===== src/rtl/qfs_pkg.sv =====
`timescale 1ns/1ps
package qfs_pkg;
  // Tag carried beside each beat's data through every stage.
  typedef struct packed {
    logic valid;
    logic first;
  } beat_tag_t;
endpackage


===== src/rtl/qfs_capture.sv =====
`timescale 1ns/1ps
module qfs_capture
  import qfs_pkg::*;
#(
  parameter int DATA_W = 32,
  parameter int LANES  = 4
) (
  input  logic                    clk,
  input  logic                    rst,
  input  logic                    valid_i,
  input  logic                    first_i,
  input  logic [LANES*DATA_W-1:0] lanes_i,
  output beat_tag_t               tag_o,
  output logic [LANES*DATA_W-1:0] lanes_o
);
  beat_tag_t               tag_q;
  logic [LANES*DATA_W-1:0] lanes_q;

  always_ff @(posedge clk) begin
    if (rst) begin
      tag_q <= '0;
    end else begin
      tag_q.valid <= valid_i;
      tag_q.first <= valid_i & first_i;
    end
  end

  // Data is only loaded on a valid beat; idle cycles leave it unchanged.
  always_ff @(posedge clk) begin
    if (valid_i) lanes_q <= lanes_i;
  end

  assign tag_o   = tag_q;
  assign lanes_o = lanes_q;
endmodule


===== src/rtl/qfs_tree.sv =====
`timescale 1ns/1ps
module qfs_tree
  import qfs_pkg::*;
#(
  parameter int DATA_W = 32,
  parameter int LANES  = 4
) (
  input  logic                    clk,
  input  logic                    rst,
  input  beat_tag_t               tag_i,
  input  logic [LANES*DATA_W-1:0] lanes_i,
  output beat_tag_t               tag_o,
  output logic [DATA_W-1:0]       sum_o
);
  localparam int LEVELS = $clog2(LANES);

  function automatic logic [DATA_W-1:0] wrap_add(input logic [DATA_W-1:0] a,
                                                 input logic [DATA_W-1:0] b);
    return a + b;
  endfunction

  for (genvar l = 0; l < LEVELS; l++) begin : g_lvl
    localparam int N = LANES >> (l + 1);
    logic [2*N*DATA_W-1:0] src;
    beat_tag_t             src_tag;
    logic [N*DATA_W-1:0]   sum_q;
    beat_tag_t             tag_q;

    if (l == 0) begin : g_head
      assign src     = lanes_i;
      assign src_tag = tag_i;
    end else begin : g_next
      assign src     = g_lvl[l-1].sum_q;
      assign src_tag = g_lvl[l-1].tag_q;
    end

    always_ff @(posedge clk) begin
      if (rst) tag_q <= '0;
      else     tag_q <= src_tag;
    end

    always_ff @(posedge clk) begin
      for (int j = 0; j < N; j++) begin
        sum_q[j*DATA_W +: DATA_W] <= wrap_add(src[(2*j)*DATA_W +: DATA_W],
                                              src[(2*j+1)*DATA_W +: DATA_W]);
      end
    end
  end

  assign sum_o = g_lvl[LEVELS-1].sum_q;
  assign tag_o = g_lvl[LEVELS-1].tag_q;
endmodule


===== src/rtl/qfs_fold.sv =====
`timescale 1ns/1ps
module qfs_fold
  import qfs_pkg::*;
#(
  parameter int DATA_W = 32
) (
  input  logic              clk,
  input  logic              rst,
  input  beat_tag_t         tag_i,
  input  logic [DATA_W-1:0] sum_i,
  output logic              pending_o,
  output logic              valid_o,
  output logic [DATA_W-1:0] total_o
);
  function automatic logic [DATA_W-1:0] wrap_add(input logic [DATA_W-1:0] a,
                                                 input logic [DATA_W-1:0] b);
    return a + b;
  endfunction

  logic              pend_q;
  logic [DATA_W-1:0] acc_q;
  logic              vld_q;
  logic [DATA_W-1:0] tot_q;

  always_ff @(posedge clk) begin
    if (rst) begin
      pend_q <= 1'b0;
      acc_q  <= '0;
      vld_q  <= 1'b0;
      tot_q  <= '0;
    end else begin
      vld_q <= 1'b0;
      if (tag_i.valid) begin
        if (tag_i.first) begin
          // Opening beat loads the accumulator directly; no stale carry-over.
          acc_q  <= sum_i;
          pend_q <= 1'b1;
        end else if (pend_q) begin
          tot_q  <= wrap_add(acc_q, sum_i);
          vld_q  <= 1'b1;
          pend_q <= 1'b0;
          acc_q  <= '0;
        end
      end
    end
  end

  assign pending_o = pend_q;
  assign valid_o   = vld_q;
  assign total_o   = tot_q;
endmodule


===== src/rtl/quad_frame_summer.sv =====
`timescale 1ns/1ps
module quad_frame_summer
  import qfs_pkg::*;
#(
  parameter int DATA_W = 32,
  parameter int LANES  = 4
) (
  input  logic                    clk,
  input  logic                    rst,
  input  logic                    in_valid,
  input  logic                    in_first,
  input  logic [LANES*DATA_W-1:0] in_lanes,
  output logic                    out_valid,
  output logic [DATA_W-1:0]       out_sum
);
  beat_tag_t               cap_tag;
  logic [LANES*DATA_W-1:0] cap_lanes;
  beat_tag_t               tree_tag;
  logic [DATA_W-1:0]       tree_sum;

  // Named event wires for the bound checker.
  logic cap_valid;
  logic tree_valid;
  logic tree_first;
  logic fold_pending;

  qfs_capture #(.DATA_W(DATA_W), .LANES(LANES)) u_capture (
    .clk     (clk),
    .rst     (rst),
    .valid_i (in_valid),
    .first_i (in_first),
    .lanes_i (in_lanes),
    .tag_o   (cap_tag),
    .lanes_o (cap_lanes)
  );

  qfs_tree #(.DATA_W(DATA_W), .LANES(LANES)) u_tree (
    .clk     (clk),
    .rst     (rst),
    .tag_i   (cap_tag),
    .lanes_i (cap_lanes),
    .tag_o   (tree_tag),
    .sum_o   (tree_sum)
  );

  qfs_fold #(.DATA_W(DATA_W)) u_fold (
    .clk       (clk),
    .rst       (rst),
    .tag_i     (tree_tag),
    .sum_i     (tree_sum),
    .pending_o (fold_pending),
    .valid_o   (out_valid),
    .total_o   (out_sum)
  );

  assign cap_valid  = cap_tag.valid;
  assign tree_valid = tree_tag.valid;
  assign tree_first = tree_tag.first;
endmodule


===== config.mk =====
export PLATFORM = sky130hd
export DESIGN_NAME = quad_frame_summer
export DESIGN_NICKNAME = d
export VERILOG_FILES = /design/src/rtl/qfs_pkg.sv /design/src/rtl/qfs_capture.sv /design/src/rtl/qfs_tree.sv /design/src/rtl/qfs_fold.sv /design/src/rtl/quad_frame_summer.sv
export SDC_FILE = /design/constraint.sdc
export NUM_CORES = 1
export LEC_CHECK = 0
export CORE_AREA = 5 5 176 178
export CTS_BUF_LIST = sky130_fd_sc_hd__clkbuf_4 sky130_fd_sc_hd__clkbuf_8
export DETAILED_ROUTE_END_ITERATION = 8
export DIE_AREA = 0 0 181 183
export PLACE_DENSITY = 0.73
export SLEW_MARGIN = 15
export SYNTH_ARGS = -nofsm -noshare
export SYNTH_HDL_FRONTEND = slang
export SYNTH_SLANG_ARGS = --single-unit

===== constraint.sdc =====
create_clock -name clk -period 7.4 [get_ports clk]
set_input_delay 0.74 -clock clk [delete_from_list [all_inputs] [get_ports clk]]
set_output_delay 0.74 -clock clk [all_outputs]
set_load 0.02 [all_outputs]

==> out/results.tsv, run 1 <==
metric	value	unit
outcome	complete, no violations	
GRT Total Usage	18.0	%
worst rel slew slack	46.8	%
hold_ws	0.435	ns
number of global-route vias before repair	10700	
FF+latch area	0.00721	mm2
Crit Path Category	reg2reg	
post-CTS resize count	0	
pre-CTS setup slack	4.23	ns
unrepaired setup endpoints after global routing	false	
Worst-path clk slew	0.06	ns
top_reg_cell synth	dfxtp_1	
count leader, synth	dfxtp_1	
post-route ant nets	0	
GPL Wtd Cong	0.826	
initial DRC count	701	
Peak VDD IR	0.153	mV
PwrDens	311	mW/mm2
R2R Path Start	u_capture.lanes_o[64]	
critical path launch point type	flop	
FILL cells	2432	
sw power	0.00179	W
initial antenna violation count	0	
#FFs+latches synth	296	
die footprint	0.0331	mm2
Net Sw Frac	32.6	%
Min Clock Period, post-route	2.90	ns
number of remaining DRC errors	0	
slowest cell delay on critical path	0.40	ns
clock group share of total power	27.8	%
sequential fraction of the synthesis area	49.3	%
syn_area_per_cell	10.6	um2
Vias/cell	5.43	
Worst Reg-to-Reg Cells	10	
clk_lat worst skew	0.56	ns
global route overflow	0	
Critical Path Fanout Max	3	
Critical path origin	u_capture.lanes_o[64]	
fin crit share	39.1	%
Die Wd	181	um
setup TNS	0	ns
via count	10800	
Internal	0.00371	W
Flop pwr share	38.8	%
worst hold-check path type	reg2reg	
R2R Path End	u_tree.g_lvl[0].sum_q[62]	
max cap viols	0	
Post-Synthesis Cells	1384	
post-synth cell types	81	
post-cts hold buffer count	0	
layout cells sized above 1	8.07	%
Starting Density	49.9	%
Final Net Count	1821	
clk root buf	clkbuf_8	
Port Buf Inserts	164	
Synth Cell Area	0.0146	mm2
Die H	183	um
# setup viols final	0	
final core occ	60.5	%
area delta synth->final	21.1	%
Post-Route WL	30600	um
Gate power share	33.4	%
ANT cells	0	
Worst-Margin Slew	0.798	ns
R2R Setup Slk	4.50	ns
Post-synth top cells	168 x dfxtp_1, 129 x a21oi_1, 128 x edfxtp_1	
largest net degree at the start of global routing	66	
CTS Sinks	296	
Arr. time, crit path	3.34	ns
core area	0.0292	mm2
CP Capture Point	u_tree.g_lvl[0].sum_q[62]	
yosys warns	0	
Post-synth ARST share	0	%
Max clock buf depth	3	
Num CTS Buffers	49	
CP required	7.84	ns
FMAX	345	MHz
top cells by area, synth	edfxtp_1 26%, dfxtp_1 23%, ha_1 11%	
leading area contributor after synthesis	edfxtp_1	
Final Skew	0.0236	ns
leakage dissipation	7.09	nW
syn_nets	1644	
crit-path cells	ha_1 -> fa_1 -> a21o_1 -> a31oi_1 -> o41ai_1 -> a211oi_2 -> o21ai_2 -> a221oi_2 -> o21ai_1 -> xor2_1	
Post-synth EDFFs	128	
WL/cell	15.4	um
first-pass detailed-route iteration total	5	
Synth top area share	26.3	%
final hold vios	0	
num rows	63	
first-pass GRT wire length	50700	um
Final Slew Violations	0	
critical path endpoint category	flop	
crit path max-delay cell type	fa_1	
Layout Cells excl Fill	1989	
# Post-CTS Setup Buffers	0	
CTS tree	yes	
detailed placement HPWL	23100	um
min setup slack post-route	4.50	ns
H-tree depth	2	
Multi-input gate area	0.00715	mm2
placed insts	1900	
IO Pins	165	
-- per-stage QoR --
step | area [um2] | total power, W
5_1_grt | 17700 | 0.00587
3_5_place_dp | 16600 | 0.00398
6_report | 17700 | 0.00550
4_1_cts | 17700 | 0.00554
3_3_place_gp | 16600 | 0.00396
2_1_floorplan | 14600 | 0.00353
-- critical path: cells and delay by family, from the launching register on --
kind | cells | cell delay (ns)
AO/OA/AOI/OAI | 7 | 1.61
adder cells (fa/ha/maj) | 2 | 0.64
XOR/XNOR | 1 | 0.14
flip-flops | 1 | 0.38
-- cells in the final DEF, fill, tap and decap left out, drive strengths merged, types with 33 or more instances in the layout --
master and n:
dfxtp 168, ha 124, xor2 38, nor2 103, nand2 114, xnor2 66, clkbuf 81, o21ai 66
a21oi 134, edfxtp 128, a21o 60, clkdlybuf4s50 162, nand3 33
-- power groups by stage --
stage | clock network (W) | registers [W] | logic (W)
after floorplan | 0 | 0.00212 | 0.00142
after global placement | 0 | 0.00216 | 0.00180
after detailed placement | 0 | 0.00216 | 0.00182
after CTS | 0.00157 | 0.00213 | 0.00183
after global routing | 0.00165 | 0.00216 | 0.00206
final | 0.00153 | 0.00213 | 0.00184
-- cell type report --
| class | instances | area share, % |
|---|---|---|
| inverter | 23 | 0.488 |
| timing repair buffer | 169 | 9.45 |
| clock inverter | 8 | 0.517 |
| clock buffer | 81 | 5.60 |
| tap | 390 | 2.76 |
| sequential | 296 | 40.8 |
| multi-input combinational | 1022 | 40.4 |
-- kinds of logic (layout without fill, tap and decap cells) --
kind of cell / after synthesis / after routing / share of synthesized area [%]
AND/OR/NAND/NOR: 357 / 357 / 11.3
buffers and inverters: 66 / 281 / 1.78
multiplexers: 2 / 2 / 0.137
XOR/XNOR: 104 / 104 / 6.24
adder cells (fa/ha/maj): 128 / 128 / 11.2
AO/OA/AOI/OAI: 431 / 431 / 20.0
flip-flops: 296 / 296 / 49.3
-- routing by layer --
metal / vias up / global-route usage, % / routed length [um]
li1: 5530 / - / -
met1: 4978 / 24.5 / 14600
met2: 256 / 29.6 / 13900
met3: 42 / 3.49 / 1470
met4: 0 / 4.95 / 532
met5: - / 0 / 0
-- worst min path at each step --
stage | slack, ns | depth (start not counted) | from | to
floorplan | 0.41 | 1 | u_capture.tag_o[0] | u_tree.g_lvl[0].tag_q[0]
global placement | 0.42 | 1 | u_tree.g_lvl[0].tag_q[0] | u_tree.tag_o[0]
detailed placement | 0.42 | 1 | u_tree.g_lvl[0].tag_q[0] | u_tree.tag_o[0]
CTS | 0.44 | 1 | u_tree.g_lvl[0].tag_q[0] | u_tree.tag_o[0]
global route | 0.46 | 1 | u_capture.tag_o[1] | u_tree.g_lvl[0].tag_q[1]
finish | 0.43 | 1 | u_tree.g_lvl[0].tag_q[0] | u_tree.tag_o[0]
-- flip-flops by register name, indices dropped and copies added (netlist names) --
signal / cells
u_tree.sum_o: 32
u_capture.tag_o: 2
u_capture.lanes_o: 128
u_tree.tag_o: 2
u_fold.valid_o: 1
u_tree.g_lvl.tag_q: 2
u_tree.g_lvl.sum_q: 64
u_fold.acc_q: 32
u_fold.pending_o: 1
u_fold.total_o: 32
Note: power is estimated with default switching activity, not from simulation.
==> run 2: changes to the inputs <==
- clock period: 7.4 -> 2.96 ns (I/O delays scaled with it)
==> out/results.tsv, run 2 (same netlist as run 1, synthesis figures left out) <==
metric	value	unit	change
slowest cell delay on critical path	0.41	ns	about the same
leakage dissipation	7.09	nW	about the same
final hold vios	0		unchanged
WL/cell	15.9	um	+3.8%
first-pass detailed-route iteration total	5		unchanged
layout cells sized above 1	8.42	%	+0.35 points
detailed placement HPWL	23900	um	+3.4%
Post-Route WL	31800	um	+4.0%
Worst-path clk slew	0.07	ns	about the same
Crit Path Category	reg2reg		
Worst-Margin Slew	0.738	ns	-0.0599 ns
global route overflow	0		unchanged
Max clock buf depth	3		unchanged
# setup viols final	0		unchanged
commonest non-fill, non-tap cell in the layout	dfxtp_1		
PwrDens	773	mW/mm2	+150%
Top delay family on crit path	compound AO/OA/AOI/OAI gates		
Final Slew Violations	0		unchanged
worst rel slew slack	50.8	%	+4.0 points
H-tree depth	2		unchanged
crit-path cells	ha_1 -> fa_1 -> a21o_1 -> a31oi_4 -> o41ai_1 -> a211oi_2 -> buf_4 -> o21ai_2 -> a221oi_2 -> o21ai_1 -> xor2_1		
critical path endpoint category	flop		
critical hold path startpoint	in_lanes[67]		
Critical Path Fanout Max	3		unchanged
IO Pins	165		unchanged
max cap viols	0		unchanged
core area	0.0292	mm2	unchanged
CP required	3.41	ns	-4.43 ns
Arr. time, crit path	3.23	ns	-0.11 ns
outcome	complete, no violations		
clk root buf	clkbuf_8		
fin crit share	93.8	%	+55 points
Vias/cell	5.51		+1.4%
Die H	183	um	unchanged
Peak VDD IR	0.424	mV	+180%
post-cts hold buffer count	0		unchanged
GPL Wtd Cong	0.844		+2.1%
worst hold-check path type	in2reg		
die footprint	0.0331	mm2	unchanged
Num CTS Buffers	48		-2.0%
unrepaired setup endpoints after global routing	false		
Final Skew	0.0242	ns	+0.000536 ns
crit path max-delay cell type	fa_1		
Critical path origin	u_capture.lanes_o[64]		
CTS Sinks	296		unchanged
CTS tree	yes		
Min Clock Period, post-route	2.78	ns	-0.119 ns
first-pass GRT wire length	52100	um	+2.7%
ANT cells	0		unchanged
initial antenna violation count	0		unchanged
critical path buffer and inverter count	1		+1
via count	11000		+1.6%
Final Net Count	1825		+0.22%
most frequent cells in the layout	168 x dfxtp_1, 162 x clkdlybuf4s50_1, 129 x a21oi_1		
GRT Total Usage	18.7	%	+0.70 points
max reg flops	128		unchanged
area delta synth->final	21.3	%	
post-CTS resize count	0		unchanged
critical path launch point type	flop		
# Post-CTS Setup Buffers	0		unchanged
FMAX	360	MHz	+4.3%
post-route ant nets	0		unchanged
number of global-route vias before repair	10800		+1.0%
initial DRC count	595		-15%
FILL cells	2434		+0.082%
number of remaining DRC errors	0		unchanged
Port Buf Inserts	164		unchanged
setup TNS	0	ns	unchanged
Final Total Pwr	0.0137	W	+150%
num rows	63		unchanged
R2R Path Start	u_capture.lanes_o[64]		
largest net degree at the start of global routing	63		-4.5%
Die Wd	181	um	unchanged
clk_lat worst skew	0.58	ns	+0.02 ns
Starting Density	49.9	%	unchanged
## run 2: cell types whose count changed in the layout (fill, tap and decap cells not counted), moves of 2 or more
cell	delta
buf_4	+3
buf_12	+2
a31oi_1	-2
clkbuf_8	-8
clkinv_2	+3
clkbuf_4	+2
## run 2: routing by layer
metal / track usage [%] / share of wire, % / wire [um]
met4: 6.90 / 3.4 / 1070
met2: 30.4 / 45 / 14200
met1: 25.1 / 46 / 14700
met5: 0 / 0 / 0
met3: 3.53 / 5.5 / 1750
## run 2: metrics by stage
stage | instances | hold WS (ns) | utilization [%] | worst slack, ns | cell area (um2)
6_report | 1994 | 0.262 | 60.6 | 0.183 | 17700
5_1_grt | 1994 | 0.228 | 60.6 | 0.0197 | 17700
4_1_cts | 1994 | 0.228 | 60.5 | 0.0562 | 17700
3_5_place_dp | 1905 | 0.425 | 57.0 | 0.0822 | 16700
3_3_place_gp | 1905 | 0.423 | 57.0 | 0.143 | 16700
2_1_floorplan | 1384 | 0.395 | - | 0.422 | 14600
## run 2: cell type report
type                            count  area, um2  share of cell area, %
Multi-Input combinational cell   1022       7170                   40.5
Inverter                           23       86.3                  0.487
Sequential cell                   296       7210                   40.7
Tap cell                          390        488                   2.75
Clock buffer                       75        895                   5.05
Timing Repair Buffer              174       1730                   9.79
Clock inverter                     14        129                  0.728
## run 2: where the power goes
group,switching [W],internal [W],total (W)
clock network,0.00160,0.00211,0.00370
registers,0.000340,0.00500,0.00534
logic,0.00263,0.00202,0.00464
## run 2: worst paths after layout
path	endpoint	slack, ns	cells after the start
setup / recovery	u_tree.g_lvl[0].sum_q[62]	0.18	11
setup reg to reg	u_tree.g_lvl[0].sum_q[62]	0.18	11
hold / removal	u_capture.lanes_o[67]	0.26	1
hold reg to reg	u_tree.tag_o[1]	0.43	1
